### src/rtl/twin_timer_pkg.sv
package twin_timer_pkg;
  localparam int BYTE_W = 8;
  localparam int CH_N = 2;
  localparam int ADDR_W = 3;
  localparam logic [ADDR_W-1:0] ADDR_MODE = 3'd0;
  localparam logic [ADDR_W-1:0] ADDR_CTRL = 3'd1;
  localparam logic [ADDR_W-1:0] ADDR_LO0  = 3'd2;
  localparam logic [ADDR_W-1:0] ADDR_HI0  = 3'd3;
  localparam logic [ADDR_W-1:0] ADDR_LO1  = 3'd4;
  localparam logic [ADDR_W-1:0] ADDR_HI1  = 3'd5;

  // control -> datapath strobes
  typedef struct packed {
    logic [CH_N-1:0] step;    // advance channel count this cycle
    logic            stepHi0; // advance channel-0 high byte in split mode
    logic [1:0]      mode0;
    logic [1:0]      mode1;
  } tmrStrobe_t;
endpackage

### src/rtl/twin_timer_ctrl.sv
module twin_timer_ctrl
  import twin_timer_pkg::*;
#(
  parameter int SYNC_STAGES = 2
) (
  input  logic              clk,
  input  logic              rstN,
  input  logic              tickEn,
  input  logic              regWe,
  input  logic [ADDR_W-1:0] regAddr,
  input  logic [BYTE_W-1:0] regWdata,
  input  logic [CH_N-1:0]   cntIn,
  input  logic [CH_N-1:0]   gateIn,
  input  logic [CH_N-1:0]   flagClr,
  input  logic [CH_N-1:0]   wrapEv,
  input  logic              wrapHi0,
  output logic [BYTE_W-1:0] modeReg,
  output logic [BYTE_W-1:0] ctrlReg,
  output tmrStrobe_t        stb
);
  localparam int LAST = SYNC_STAGES - 1;

  logic [CH_N-1:0] cntPipe  [SYNC_STAGES];
  logic [CH_N-1:0] gatePipe [SYNC_STAGES];
  logic [CH_N-1:0] cntPrev, fall, stepRaw;
  logic            splitMode, ctrlWr, setTf0, setTf1;

  always_ff @(posedge clk) begin
    if (!rstN) begin
      for (int s = 0; s < SYNC_STAGES; s++) begin
        cntPipe[s]  <= '0;
        gatePipe[s] <= '0;
      end
      cntPrev <= '0;
    end else begin
      cntPipe[0]  <= cntIn;
      gatePipe[0] <= gateIn;
      for (int s = 1; s < SYNC_STAGES; s++) begin
        cntPipe[s]  <= cntPipe[s-1];
        gatePipe[s] <= gatePipe[s-1];
      end
      if (tickEn) cntPrev <= cntPipe[LAST];
    end
  end

  assign fall = {CH_N{tickEn}} & cntPrev & ~cntPipe[LAST];

  for (genvar ch = 0; ch < CH_N; ch++) begin : g_ch
    logic [3:0] nib;
    logic       allowed;
    assign nib     = modeReg[4*ch +: 4];
    assign allowed = ctrlReg[4+2*ch] && (!nib[3] || gatePipe[LAST][ch]);
    assign stepRaw[ch] = allowed && (nib[2] ? fall[ch] : tickEn);
  end

  assign splitMode = (modeReg[1:0] == 2'd3);

  always_comb begin
    stb.mode0   = modeReg[1:0];
    stb.mode1   = modeReg[5:4];
    stb.step[0] = stepRaw[0];
    stb.step[1] = stepRaw[1] && (modeReg[5:4] != 2'd3);
    stb.stepHi0 = splitMode && tickEn && ctrlReg[6];
  end

  assign ctrlWr = regWe && (regAddr == ADDR_CTRL);
  assign setTf0 = wrapEv[0];
  assign setTf1 = splitMode ? wrapHi0 : wrapEv[1];

  always_ff @(posedge clk) begin
    if (!rstN) begin
      modeReg <= '0;
      ctrlReg <= '0;
    end else begin
      if (regWe && regAddr == ADDR_MODE) modeReg <= regWdata;
      if (ctrlWr) begin
        ctrlReg <= {regWdata[7:4], 4'b0000};
      end else begin
        if (setTf0)          ctrlReg[5] <= 1'b1;
        else if (flagClr[0]) ctrlReg[5] <= 1'b0;
        if (setTf1)          ctrlReg[7] <= 1'b1;
        else if (flagClr[1]) ctrlReg[7] <= 1'b0;
      end
    end
  end
endmodule

### src/rtl/twin_timer_dp.sv
module twin_timer_dp
  import twin_timer_pkg::*;
(
  input  logic                         clk,
  input  logic                         rstN,
  input  logic                         regWe,
  input  logic [ADDR_W-1:0]            regAddr,
  input  logic [BYTE_W-1:0]            regWdata,
  input  tmrStrobe_t                   stb,
  output logic [CH_N-1:0][BYTE_W-1:0]  loByte,
  output logic [CH_N-1:0][BYTE_W-1:0]  hiByte,
  output logic [CH_N-1:0]              wrapEv,
  output logic                         wrapHi0
);
  logic [CH_N-1:0] hiWrap;

  for (genvar ch = 0; ch < CH_N; ch++) begin : g_ch
    localparam logic [ADDR_W-1:0] LO_ADDR = ADDR_LO0 + ADDR_W'(2*ch);
    localparam logic [ADDR_W-1:0] HI_ADDR = LO_ADDR + 3'd1;
    logic [1:0]        mode;
    logic [BYTE_W-1:0] lo, hi, nextLo, nextHi;

    if (ch == 0) begin : g_m0
      assign mode = stb.mode0;
    end else begin : g_m1
      assign mode = stb.mode1;
    end

    always_comb begin
      nextLo = lo;
      nextHi = hi;
      wrapEv[ch] = 1'b0;
      hiWrap[ch] = 1'b0;
      if (stb.step[ch]) begin
        case (mode)
          2'd0: begin
            if (&lo[4:0]) begin
              nextLo = {lo[7:5], 5'd0};
              nextHi = hi + 8'd1;
              wrapEv[ch] = &hi;
            end else begin
              nextLo = {lo[7:5], lo[4:0] + 5'd1};
            end
          end
          2'd1: begin
            {nextHi, nextLo} = {hi, lo} + 16'd1;
            wrapEv[ch] = &{hi, lo};
          end
          2'd2: begin
            if (&lo) begin
              nextLo = hi;
              wrapEv[ch] = 1'b1;
            end else begin
              nextLo = lo + 8'd1;
            end
          end
          default: begin
            nextLo = lo + 8'd1;
            wrapEv[ch] = &lo;
          end
        endcase
      end
      if (ch == 0 && mode == 2'd3 && stb.stepHi0) begin
        nextHi = hi + 8'd1;
        hiWrap[ch] = &hi;
      end
    end

    always_ff @(posedge clk) begin
      if (!rstN) begin
        lo <= '0;
        hi <= '0;
      end else begin
        lo <= (regWe && regAddr == LO_ADDR) ? regWdata : nextLo;
        hi <= (regWe && regAddr == HI_ADDR) ? regWdata : nextHi;
      end
    end

    assign loByte[ch] = lo;
    assign hiByte[ch] = hi;
  end

  assign wrapHi0 = hiWrap[0];
endmodule

### src/rtl/twin_timer.sv
module twin_timer
  import twin_timer_pkg::*;
(
  input  logic        clk,
  input  logic        rstN,
  input  logic        tickEn,
  input  logic        regWe,
  input  logic [2:0]  regAddr,
  input  logic [7:0]  regWdata,
  output logic [7:0]  regRdata,
  input  logic [1:0]  cntIn,
  input  logic [1:0]  gateIn,
  input  logic [1:0]  flagClr,
  output logic [1:0]  ovfFlag
);
  tmrStrobe_t                  stb;
  logic [BYTE_W-1:0]           modeReg, ctrlReg;
  logic [CH_N-1:0][BYTE_W-1:0] loByte, hiByte;
  logic [CH_N-1:0]             wrapEv;
  logic                        wrapHi0;

  twin_timer_ctrl #(.SYNC_STAGES(2)) u_ctrl (
    .clk(clk), .rstN(rstN), .tickEn(tickEn), .regWe(regWe),
    .regAddr(regAddr), .regWdata(regWdata), .cntIn(cntIn),
    .gateIn(gateIn), .flagClr(flagClr), .wrapEv(wrapEv),
    .wrapHi0(wrapHi0), .modeReg(modeReg), .ctrlReg(ctrlReg), .stb(stb)
  );

  twin_timer_dp u_dp (
    .clk(clk), .rstN(rstN), .regWe(regWe), .regAddr(regAddr),
    .regWdata(regWdata), .stb(stb), .loByte(loByte), .hiByte(hiByte),
    .wrapEv(wrapEv), .wrapHi0(wrapHi0)
  );

  always_comb begin
    case (regAddr)
      ADDR_MODE: regRdata = modeReg;
      ADDR_CTRL: regRdata = ctrlReg;
      ADDR_LO0:  regRdata = loByte[0];
      ADDR_HI0:  regRdata = hiByte[0];
      ADDR_LO1:  regRdata = loByte[1];
      ADDR_HI1:  regRdata = hiByte[1];
      default:   regRdata = '0;
    endcase
  end

  assign ovfFlag = {ctrlReg[7], ctrlReg[5]};
endmodule

### config.mk
export PLATFORM = sky130hd
export DESIGN_NAME = twin_timer
export DESIGN_NICKNAME = d
export VERILOG_FILES = /design/src/rtl/twin_timer_pkg.sv /design/src/rtl/twin_timer_ctrl.sv /design/src/rtl/twin_timer_dp.sv /design/src/rtl/twin_timer.sv
export SDC_FILE = /design/constraint.sdc
export NUM_CORES = 1
export LEC_CHECK = 0
export BUFFER_PORTS_ARGS = -buffer_cell sky130_fd_sc_hd__buf_4
export CORE_MARGIN = 3
export CORE_UTILIZATION = 45
export DETAILED_ROUTE_END_ITERATION = 16
export PLACE_DENSITY = 0.64
export SLEW_MARGIN = 10
export SYNTH_ARGS = -nofsm -noshare
export SYNTH_HDL_FRONTEND = slang
export SYNTH_SLANG_ARGS = --single-unit
### constraint.sdc
create_clock -name clk -period 3.4 [get_ports clk]
set_clock_uncertainty 0.05 [all_clocks]
set_input_delay 0.17 -clock clk [delete_from_list [all_inputs] [get_ports clk]]
set_output_delay 0.17 -clock clk [all_outputs]
set_load 0.01 [all_outputs]
Word level (Yosys, flattened, before mapping). Memory sizes are Yosys's and may differ from the RTL's. Index checks and enable logic that the tools add are counted. Widths: inputs -> output; s select.

Reduce and logical (&&, ||, !) cells: 41. Magnitude comparators: 0. Eq/ne operators: 15. Divide/modulo/power cells: 0. Mux-type cells: 44. Add/sub/neg operators: 8. Multipliers: 0. Shift-type cells: 0. Bitwise operators: 7.

Operators with widths (count): $mux 8 (13); $pmux 8 s3 (2); $pmux 8 s6 (1); $add 16x1->16 const B (2); $add 8x1->8 const B (4); $pmux 8 s2 (2); $reduce_and 16->1 (2); $reduce_and 8->1 (4); $mux 1 (18); $logic_and 1x1->1 (14); $reduce_bool 3->1 (4); $add 5x1->5 const B (2); $mux 5 (2); $reduce_and 5->1 (2); $mux 2 (4); $eq 2x2->1 const B (3); $eq 3x2->1 const B (2); $eq 3x3->1 const B (2); $pmux 1 s3 (2); $reduce_and 3->1 (2); $reduce_bool 2->1 (3); $and 2x2->2 (2); $eq 2x1->1 const B (2); $logic_not 2->1 (2); 12 further kinds (19).

Word-level logic and storage cells: 128. ROM bits: 0. Bits in latches: 0. Output and inout port bits: 10. Memories kept: 2. Register bits: 46. Memory bits (writable): 8. Input bits: 21.

Memory list: u_ctrl.cntPipe (words 2, bits a word 2, read ports 2, clocked after Yosys merged registers in 0, write ports 2, RTL line twin_timer_ctrl.sv:23) `logic [CH_N-1:0] cntPipe [SYNC_STAGES];`; u_ctrl.gatePipe (words 2, bits a word 2, read ports 2, clocked after Yosys merged registers in 0, write ports 2, RTL line twin_timer_ctrl.sv:24) `logic [CH_N-1:0] gatePipe [SYNC_STAGES];`.

Depth between registers and ports, before layout. An unclocked memory read counts as a cell.

Word-level depth: 10. Gate-level depth with buffers: 8. Gate-level depth less buffers: 8.

Hierarchy. A second synthesis with hierarchy kept.

Cell total of the unflattened synthesis: 458. Area total of the unflattened synthesis: 3698.5 µm².

Modules (own cells, without submodules): twin_timer_dp (area each 2368.5 µm², cells each 307, times used 1, seq. area each 640.6 µm²); twin_timer_ctrl (area each 869.6 µm², cells each 97, times used 1, seq. area each 440.4 µm²); twin_timer (area each 460.4 µm², cells each 54, times used 1, seq. area each 0.0 µm²).

Least setup slack after synthesis. OpenSTA, ideal clock, no wires.

Kind: reg2reg. Start: register u_dp.g_ch[0].lo[0]. End: register u_dp.g_ch[0].hi[5]. Required time: 3.276 ns. Data arrival time: 2.323 ns. Period minus slack after synthesis: 2.447 ns. Cell stages (with the launch flop): 9. Path buffers: 0. Library setup time: 0.074 ns. Path slack: 0.953 ns. Cells stage by stage: dfxtp_1 ha_1 and3_1 ha_1 o21bai_1 a2111oi_2 nor2_1 or4_1 a31oi_1.

Cells in the longest elaborated chain, start to end: 5. Elaborated cells on any way between the ends: 8. Those cells by class: 1 x add/sub; 1 x eq/ne; 4 x mux; 2 x reduce/logical.

RTL lines: start: declaration (RTL line twin_timer_dp.sv:21) `logic [BYTE_W-1:0] lo, hi, nextLo, nextHi;`; start signal: assignment (RTL line twin_timer_dp.sv:74) `lo <= (regWe && regAddr == LO_ADDR) ? regWdata : nextLo;`; $add 16x1->16 (RTL line twin_timer_dp.sv:46) `{nextHi, nextLo} = {hi, lo} + 16'd1;`; $pmux 8 s2 (RTL line twin_timer_dp.sv:35) `case (mode)`; $mux 8 (RTL line twin_timer_dp.sv:34) `if (stb.step[ch]) begin`; $mux 8 (RTL line twin_timer_dp.sv:63) `if (ch == 0 && mode == 2'd3 && stb.stepHi0) begin`; $mux 8 (RTL line twin_timer_dp.sv:75) `hi <= (regWe && regAddr == HI_ADDR) ? regWdata : nextHi;`; end signal: assignment (RTL line twin_timer_dp.sv:75); end: declaration (RTL line twin_timer_dp.sv:21).

Several ways; a longest one is shown, not always the timed one. The select of a mux whose other input is x is not followed. A chain may end at the register's enable or synchronous reset.

Worst setup path in the final report. Ends and elaborated chain as after synthesis.

==> summary.md <==
| Metric | Value |
|---|---|
| Pins Over Slew Limit | 0 |
| Minimum clock period | 2.76 ns |
| Die Height | 95.0 um |
| Post-DR wirelength/cell | 19.9 um |
| Finished Layout Cells | 571 |
| EDFF count, synth | 0 |
| Initial antenna violation count | 0 |
| Setup CP Type | flip-flop to flip-flop |
| Antenna Cells | 0 |
| Postcts setup bufs | 0 |
| Boundary Pins | 31 |
| Count of cell types in the netlist | 64 |
| CTS tree | built |
| Post-Syn Instances | 455 |
| Total GRT Usage | 26.2% |
| Clk sinks | 54 |
| Share of layout cells above drive strength 1 | 12.7% |
| Final setup fails | 0 |
| Reg2Reg Launch Point | u_dp.g_ch[0].lo[0] |
| Commonest non-fill, non-tap cell in the layout | dfxtp_1 |
| Vias in the first global route | 3,236 |
| Dpl cells | 564 |
| DPL Wire Length | 8210 um |
| Status | finished clean |
| CP arrival | 2.95 ns |
| Max_cap viols | 0 |
| Hold Crit Class | input port to flip-flop |
| Area Overhead vs Synth | 10.2% |
| DRT antenna net count | 0 |
| Syn avg cell area | 7.83 um2 |
| First-pass GRT wire length | 18,100 um |
| IO buf count | 30 |
| Hold buffers post-CTS | 0 |
| Initial DRC Count | 422 |
| CTS Buf Count | 5 |
| Drt pass-1 iters | 5 |
| Most frequent cells in the layout | dfxtp_1, nand2_1, a21oi_1 |
| Post-synth top flop | dfxtp_1 |
| Hold Path Stages | 2 |
| Setup crit start kind | flip-flop |
| Rel. slew slack | 47.6% |
| Pleak | 1.39 nW |
| Crit share post-route | 81.1% |
| # H-tree levels | 2 |
| Die X | 95.0 um |
| Worst path required time | 3.59 ns |
| Unrepaired setup endpoints after global routing | no |
| Hold Crit Start | gateIn[0] |
| Seq cells post-synth | 54 |
| Initial Utilization | 47.8% |
| # rows | 31 |
| R2r worst-path depth | 8 |
| Hold Violations, Final | 0 |
| Sequential cell area fraction in the yosys report | 30.3% |
| CTS resizes | 0 |
| Crit path from | u_dp.g_ch[0].lo[0] |
| Critical path fanouts, max | 8 |
| Grt total ovfl | 0 |
| Via density | 6.43 |
| DIE AREA | 9020 um2 |
| IR drop worst, VDD | 0.226 mV |
| Pin count of the biggest net entering global routing | 44 |
| Nets | 499 |
| Final setup TNS | 0 ns |
| Remaining DRCs | 0 |
| CTS Root Cell | clkbuf_8 |
| Clk_lat worst skew | 0.31 ns |
| Routability Congestion | 0.945 |
| Synth Cell Area | 3560 um2 |
| Clock Path Buffers | 2 |
| Post-synthesis async set-or-reset flop share | 0% |
| Tightest Pin Transition | 0.780 ns |
| Power Density | 316 nW/um2 |
| Syn Nets | 482 |
| Crit. End Element | flip-flop |
| Synthesis Warnings | 0 |
| R2R Setup Slk | 0.64 ns |
| Vias post-DR | 3,672 |
| F_max | 0.363 GHz |
| Std-Cell Core Area | 7450 um2 |
| Final WL | 11,400 um |
| Clk slew on worst S/H paths | 0.10 ns |
==> cells by family (layout without fill, tap and decap cells) <==
family                     count (synthesis)  in the layout  synth area share (%)
and+or+nand+nor                          186            186                  27.8
AOI/OAI and AO/OA                        142            142                  26.5
DFF                                       54             54                  30.3
buffers and inverters                     34             51                  3.93
muxes                                     19             19                  5.83
xor gates and xnor gates                  14             14                  3.44
adders and majority gates                  6              6                  2.11
==> per-layer routing <==
| metal | up-vias | GRT usage (%) | wire, um |
|---|---|---|---|
| li1 | 1748 | - | - |
| met1 | 1710 | 40.5 | 5140 |
| met2 | 205 | 37.4 | 4890 |
| met3 | 9 | 5.66 | 1270 |
| met4 | 0 | 3.97 | 66 |
| met5 | - | 0 | 0 |
==> state kept, by name, summed over array words and instances (netlist names) <==
register,flops
u_ctrl.ctrlReg,4
u_ctrl.cntPipe,4
u_dp.g_ch.lo,16
u_ctrl.gatePipe,4
u_dp.g_ch.hi,16
u_ctrl.cntPrev,2
u_ctrl.modeReg,8
==> layout make-up <==
type / instances / area, um2
clock inverters: 2 / 15.0
multi-input cells: 367 / 2340
well taps: 99 / 124
inverters: 9 / 33.8
fillers: 752 / 3520
repair buffers: 35 / 263
clock buffers: 5 / 68.8
flip-flops and latches: 54 / 1080
==> where the power goes <==
| part | switching, mW | internal [mW] |
|---|---|---|
| registers | 0.0429 | 0.659 |
| clock network | 0.222 | 0.141 |
| logic | 0.101 | 0.0745 |
==> final timing paths <==
path                      endpoint
max             u_dp.g_ch[0].hi[5]
max reg2reg     u_dp.g_ch[0].hi[5]
min          u_ctrl.gatePipe[0][0]
min reg2reg   u_ctrl.cntPipe[0][3]
==> stage by stage <==
step	instance area (um2)	utilization [%]	hold slack, ns	power [mW]	worst slack, ns
6_report	3930	52.7	0.00990	1.24	0.643
5_1_grt	3930	52.7	0.0101	1.30	0.416
4_1_cts	3930	52.7	0.00487	1.24	0.648
3_5_place_dp	3840	51.6	0.332	0.888	0.689
3_3_place_gp	3840	51.6	0.331	0.885	0.753
2_1_floorplan	3560	-	0.247	0.811	0.953
==> worst max-delay path: stages, from the launching register on <==
cell       delay, ns
dfxtp_1         0.42
ha_1            0.25
and3_1          0.19
ha_1            0.22
o21bai_1        0.09
a2111oi_2       0.52
nor2_1          0.24
or4_1           0.54
a31oi_1         0.17
==> synthesized netlist by cell type, types with 11 or more instances <==
master,instances,share of area [%]
nand3_1,16,2.2
nand4_1,13,2.3
nor2_1,27,2.8
dfxtp_1,54,30
clkbuf_1,16,1.7
mux2i_1,14,3.9
a21oi_1,40,5.6
and3_1,12,2.1
o21ai_0,34,4.8
nor2b_1,11,1.9
and2_1,13,2.3
nand2_1,49,5.2
(Power assumes the default switching activity.)
